**src/rtl/cmp_timer.sv**
```systemverilog
module cmp_timer #(
  parameter logic [3:0] TRIG_MODE = 4'b1011
) (
  input  logic       clk,
  input  logic       rst_n,
  input  logic       cnt_en,
  input  logic       src_tick,
  input  logic       wr_en,
  input  logic       rd_en,
  input  logic [2:0] addr,
  input  logic [7:0] wdata,
  output logic [7:0] rdata,
  output logic       trig,
  output logic       cmp_flag,
  output logic       ovf_flag
);
  localparam logic [2:0] A_TLO = 3'd0;
  localparam logic [2:0] A_THI = 3'd1;
  localparam logic [2:0] A_CLO = 3'd2;
  localparam logic [2:0] A_CHI = 3'd3;
  localparam logic [2:0] A_CTL = 3'd4;
  localparam logic [2:0] A_FLG = 3'd5;

  logic [15:0] tmr, cmpv;
  logic [7:0]  hi_wbuf, hi_rbuf;
  logic [1:0]  psel;
  logic [3:0]  mode;
  logic [2:0]  pre, pre_max;

  wire wr_tlo = wr_en && addr == A_TLO;
  wire wr_thi = wr_en && addr == A_THI;
  wire wr_flg = wr_en && addr == A_FLG;
  wire step   = cnt_en && src_tick;

  always_comb
    case (psel)
      2'd0:    pre_max = 3'd0;
      2'd1:    pre_max = 3'd1;
      2'd2:    pre_max = 3'd3;
      default: pre_max = 3'd7;
    endcase

  wire roll = step && !wr_tlo && pre >= pre_max;
  wire hit  = mode == TRIG_MODE && tmr == cmpv;
  wire fire = roll && hit;
  wire wrap = roll && !hit && tmr == 16'hFFFF;

  always_ff @(posedge clk) begin
    if (!rst_n) begin
      tmr      <= '0;
      pre      <= '0;
      cmpv     <= '0;
      hi_wbuf  <= '0;
      hi_rbuf  <= '0;
      psel     <= '0;
      mode     <= '0;
      trig     <= 1'b0;
      cmp_flag <= 1'b0;
      ovf_flag <= 1'b0;
    end else begin
      if (wr_tlo)     pre <= '0;
      else if (step)  pre <= roll ? 3'd0 : pre + 3'd1;

      if (wr_tlo)     tmr <= {hi_wbuf, wdata};
      else if (fire)  tmr <= '0;
      else if (roll)  tmr <= tmr + 16'd1;

      if (wr_thi) hi_wbuf <= wdata;
      if (rd_en && addr == A_TLO) hi_rbuf <= tmr[15:8];
      if (wr_en && addr == A_CLO) cmpv[7:0]  <= wdata;
      if (wr_en && addr == A_CHI) cmpv[15:8] <= wdata;
      if (wr_en && addr == A_CTL) begin
        psel <= wdata[1:0];
        mode <= wdata[5:2];
      end

      trig     <= fire;
      cmp_flag <= fire | (cmp_flag & ~(wr_flg & wdata[1]));
      ovf_flag <= wrap | (ovf_flag & ~(wr_flg & wdata[0]));
    end
  end

  always_comb
    case (addr)
      A_TLO:   rdata = tmr[7:0];
      A_THI:   rdata = hi_rbuf;
      A_CLO:   rdata = cmpv[7:0];
      A_CHI:   rdata = cmpv[15:8];
      A_CTL:   rdata = {2'b00, mode, psel};
      A_FLG:   rdata = {6'd0, cmp_flag, ovf_flag};
      default: rdata = 8'h00;
    endcase

  AST_TRIG_ZERO: assert property (@(posedge clk) disable iff (!rst_n)
    trig |-> tmr == 16'h0000);
  AST_TRIG_FLAG: assert property (@(posedge clk) disable iff (!rst_n)
    trig |-> cmp_flag);
  AST_OTHER_MODE: assert property (@(posedge clk) disable iff (!rst_n)
    mode != TRIG_MODE |=> !trig);
  AST_FREEZE: assert property (@(posedge clk) disable iff (!rst_n)
    (!cnt_en && !wr_tlo) |=> ($stable(tmr) && $stable(pre)));
  AST_HI_WRITE: assert property (@(posedge clk) disable iff (!rst_n)
    (wr_thi && !step) |=> ($stable(tmr) && $stable(pre)));
  AST_OVF_ZERO: assert property (@(posedge clk) disable iff (!rst_n)
    $rose(ovf_flag) |-> tmr == 16'h0000);
endmodule

```
**config.mk**
```make
export PLATFORM = sky130hd
export DESIGN_NAME = cmp_timer
export DESIGN_NICKNAME = d
export VERILOG_FILES = /design/src/rtl/cmp_timer.sv
export SDC_FILE = /design/constraint.sdc
export NUM_CORES = 1
export LEC_CHECK = 0
export BUFFER_PORTS_ARGS = -buffer_cell sky130_fd_sc_hd__buf_2
export CAP_MARGIN = 15
export CORE_ASPECT_RATIO = 0.8
export CORE_UTILIZATION = 36
export CTS_BUF_LIST = sky130_fd_sc_hd__clkbuf_8 sky130_fd_sc_hd__clkbuf_16
export DETAILED_ROUTE_END_ITERATION = 8
export HOLD_SLACK_MARGIN = 0.12
export PLACE_DENSITY = 0.62
export SLEW_MARGIN = 20
export SYNTH_ARGS = -nofsm -noshare
export SYNTH_HDL_FRONTEND = slang
export SYNTH_SLANG_ARGS = --single-unit
```
**constraint.sdc**
```tcl
create_clock -name clk -period 2.2 [get_ports clk]
set_clock_uncertainty 0.1 [all_clocks]
set_input_delay 0.11 -clock clk [delete_from_list [all_inputs] [get_ports clk]]
set_output_delay 0.11 -clock clk [all_outputs]
set_load 0.03 [all_outputs]
```
[Yosys cells after proc, flatten, opt, wreduce, memory -nomap -nowiden]
Cells that the tools add are included.
Word-level totals
  flip-flop bits (word level): 60
  input port bits: 17
  output and inout bits: 11
  logic and storage cells: 59
Operators by class
  add/subtract/negate cells: 2
  magnitude comparators: 1
  equal/unequal tests: 10
  mux-type cells: 6
  bitwise logic cells: 9
  reductions and logical operators: 20
Operators by type and width (count)
  $mux 16: 3
  $pmux 8 s6: 1
  $add 16x1->16 const B: 1
  $eq 16x16->1: 1
  $eq 16x16->1 const B: 1
  $logic_and 1x1->1: 14
  $pmux 3 s3: 1
  $eq 3x2->1 const B: 2
  $eq 3x3->1 const B: 2
  $and 1x1->1: 4
  $eq 4x4->1 const B: 1
  $add 3x1->3 const B: 1
  $eq 3x1->1 const B: 1
  $ge 3x3->1: 1
  $logic_not 3->1: 1
  $mux 3: 1
  $not 1->1: 3
  $reduce_bool 3->1: 1
  $eq 2x1->1 const B: 1
  $eq 2x2->1 const B: 1
  $logic_not 1->1: 2
  $logic_not 2->1: 1
  $or 1x1->1: 2
  $reduce_or 2->1: 1

[Logic depth before layout (Yosys ltp)]
  depth in word-level cells: 8
  gate-level depth with buffers: 9
  mapped depth without buffers: 8

[Worst setup path after synthesis]
No wires, ideal clock.
  kind: register to register
  start: register psel[1]
  end: register tmr[10]
  library setup time: 0.124 ns
  arrival: 1.935 ns
  data required time: 1.976 ns
  path slack: 0.041 ns
  cell stages (with the launch flop): 10
  buffers on the path: 1
  period minus slack after synthesis: 2.159 ns
  cells stage by stage: dfxtp_1 > or2_2 > ha_1 > nor2b_1 > o21a_1 > nor3_2 > nand4_1 > nand3_1 > buf_2 > o21ai_0
On the way
  cells in the longest elaborated chain, start to end: 7
  elaborated cells between the ends (all ways): 10
  classes of those cells: 1 x order compare; 2 x eq/ne; 3 x mux; 4 x reduce/logical
Ends and longest elaborated chain
  start: declaration: RTL line 26  | logic [1:0] psel;
  start signal: assignment: RTL line 73  | psel <= wdata[1:0];
  $eq 2x2->1, or another cell as far along: RTL line 36  | case (psel)
  $pmux 3 s3 *: RTL line 36
  $ge 3x3->1 *: RTL line 43  | wire roll = step && !wr_tlo && pre >= pre_max;
  $logic_and 1x1->1 *: RTL line 43
  $logic_and 1x1->1: RTL line 45  | wire fire = roll && hit;
  $mux 16: RTL line 65  | else if (fire) tmr <= '0;
  $mux 16: RTL line 64  | if (wr_tlo) tmr <= {hi_wbuf, wdata};
  end signal: assignment: RTL line 64
  end signal: assignment: RTL line 66  | else if (roll) tmr <= tmr + 16'd1;
  end: declaration: RTL line 24  | logic [15:0] tmr, cmpv;
Every way passes the cells marked *; elsewhere a longest branch is shown, timed or not.
A chain may end at the register's enable or synchronous reset.

[Final worst setup path]
Ends and elaborated chain as after synthesis.

==> results.toml <==
[yosys]
synth_area_um2 = 3147
ys_ff_latch = 60
ys_warn_count = 0
synth_edf_count = 0
async_reset_ff_share_pct = 0
synth.distinct_cells = 45
synth_nets = 421
syn_avg_cell_area_um2 = 7.887
netlist_instances = 399
synth_ff_type = "dfxtp_1"
ys_seq_area_share_pct = 38.17

[setup_path]
crit_chain = "or2_2 -> ha_1 -> nor2b_2 -> o21ai_2 -> a21oi_2 -> nor4b_1 -> xnor2_1 -> o21ai_0"
cpPeakStageDelay_ns = 0.38
crit_arrival_ns = 2.21
cp_slowest_cell = "nor4b_1"
crit_path_end_kind = "flop"
crit_start = "psel[1]$_SDFFE_PN0P_"
endpoint = "tmr[10]$_SDFFE_PN0P_"
critical_path_class = "flop to flop"
rr_startpoint = "psel[1]$_SDFFE_PN0P_"
cp_max_fo = 4
reg2reg_depth = 8
critPathLaunchType = "flop"
r2r-end = "tmr[10]$_SDFFE_PN0P_"
regToRegSetupSlack_ns = 0.11
required_ns = 2.32

[routing]
dr.pass1.iters = 4
drcViolationCount = 0
dr_total_vias = 2995
drt_iter0_drc = 218
wirelength_mm = 9.214
viasPerCell = 5.218
antenna_left = 0
wire_per_inst_um = 16.05

[global_routing]
grt.total_usage_pct = 21.12
grt_max_degree = 21
antenna_found_initial = 0
grt_pass1_wl_mm = 14.59
grt.overflow.total = 0
first_global_vias = 2719

[floorplanning]
dieArea_um2 = 9121
die-width_um = 106.5
ios = 28
start_util_pct = 37.09
rows = 30
die_h_um = 85.62
core_area_um2 = 8483

[timing]
drv_slew = 0
setup_viol = 0
final_hold_viol_count = 0
fin_crit_ns = 2.088
max_freq_ghz = 0.4790
max-slew-margin-rel_pct = 60.75
period_share_pct = 94.89
tightest_slew_ns = 0.5867

[final_layout]
final_layout_size_suffix_gt1_share_pct = 19.48
final_cell_mix = "nand2_1 (101), dfxtp_1 (60), a21oi_1 (44)"
syn2layout_area_growth_pct = 24.49
layout_commonest_cell = "nand2_1"
fin_nets = 479
multiInputGateArea_um2 = 1847
fin_cells = 574
diodes = 0
fillers = 858
seqCellArea_um2 = 1201

[pwr]
fin_total_pwr_w = 0.002531
p_leak_nw = 1.392
peakVddDrop_v = 0.0004196
p_per_area_nw_per_um2 = 646.1

[placement]
detailed_place_hpwl_mm = 7.004
gp_congestion = 0.9058
dpl.cell_count = 544
numPortBuffers = 27

[job]
drv_cap = 0

[clock_tree]
cts_sinks = 60
cts_tree = "built"
clock_path_buffers = 2
clock-root-buffer = "clkbuf_8"
path_clk_slew_ns = 0.07
htree_num_levels = 3
clock_latency_ns = 0.34
numCtsBuffers = 9

[worst_hold_path]
hp-class = "primary input to flop"

[outcome]
outcome = "complete, no violations"
[critical path, delay by kind of cell (launching register included)]
kind | cells | cell delay, ns
AOI/OAI and AO/OA | 3 | 0.38
xor gates and xnor gates | 1 | 0.17
adders and majority gates | 1 | 0.29
DFF | 1 | 0.31
and+or+nand+nor | 3 | 0.72
[through the flow]
| step | setup WS, ns | hold slack, ns | util [%] | TNS, ns | cell area (um2) |
|---|---|---|---|---|---|
| finish | 0.1124 | 0.1864 | 46.18 | 0 | 3918 |
| global route | -0.006002 | 0.1918 | 46.18 | -0.006002 | 3918 |
| CTS | 0.05170 | 0.1737 | 46.03 | 0 | 3905 |
| detailed placement | 0.08008 | 0.2910 | 41.61 | 0 | 3530 |
| global placement | 0.1309 | 0.2860 | 41.61 | 0 | 3530 |
| floorplan | 0.04147 | 0.1186 | - | 0 | 3147 |
[metal layers]
metal	GRT usage [%]	up-vias	part of all wire, %
met2	31.64	98	43
met5	0	-	0
li1	-	1487	-
met3	4.635	11	6.8
met4	4.981	0	0.97
met1	30.79	1399	50
[cell usage after synthesis, types with 3 or more instances]
library cell  count  share of area [%]
o21ai_0          15                2.4
xnor2_1          22                6.1
inv_1             4               0.48
ha_1              5                2.0
a31oi_1           4               0.80
a22oi_1           5                1.2
nand4_1          11                2.2
xor2_1            7                1.9
mux2i_1          12                3.8
buf_2             4               0.64
clkbuf_1         10                1.2
nor3_2            3               0.95
a21oi_1          46                7.3
o21ai_1           4               0.64
nor2b_1           7                1.4
mux2_2            3                1.1
dfxtp_1          60                 38
and2_1            3               0.60
o21ai_2           4                1.1
nor2_1           26                3.1
nor4b_1           3               0.84
nor3_1            4               0.64
nand3_1          10                1.6
nand2_1         101                 12
[registers in the layout (all words and copies together), names as in the netlist]
signal    count
hi_rbuf       8
tmr          16
psel          2
pre           3
hi_wbuf       8
trig          1
ovf_flag      1
mode          4
cmpv         16
cmp_flag      1
[area by class of cell]
class                      instances  area share, %
timing repair buffer              66          12.14
tap                              112          3.577
multi-input combinational        315          47.14
clock buffer                      12          4.216
clock inverter                     4          1.789
sequential                        60          30.66
inverter                           5         0.4791
[where the power goes]
| part | switching (W) | total (W) | internal [W] |
|---|---|---|---|
| clock | 0.000440 | 0.00117 | 0.000727 |
| combinational | 0.000146 | 0.000243 | 0.0000966 |
| sequential | 0.0000184 | 0.00112 | 0.00110 |
| total | 0.000605 | 0.00253 | 0.00193 |
[worst min-delay path by stage]
stage,startpoint,end,slack (ns),cells past startpoint
global route,addr[1],tmr[1]$_SDFFE_PN0P_,0.19,4
finish,addr[1],tmr[1]$_SDFFE_PN0P_,0.19,4
floorplan,wdata[3],tmr[3]$_SDFFE_PN0P_,0.12,2
detailed placement,wdata[7],tmr[7]$_SDFFE_PN0P_,0.29,3
CTS,addr[1],tmr[1]$_SDFFE_PN0P_,0.17,4
global placement,wdata[7],tmr[7]$_SDFFE_PN0P_,0.29,3
[kinds of logic after synthesis]
family,Yosys count,share of synthesized area (%)
simple gates,181,27.20
compound gates,83,14.71
flops,60,38.17
xor+xnor,29,8.071
buf+inv,24,3.539
mux,17,6.322
fa+ha+maj,5,1.988
[what timing repair did]
action / 4_1_cts / 5_1_grt
endpoints found under the setup margin: 0 / 8
hold buffers: 14 / 0
gates resized for setup: 0 / 5
setup buffers: 0 / 0
hold endpoints to repair: 42 / 0
No activity file was read; power rests on OpenSTA's default activity.
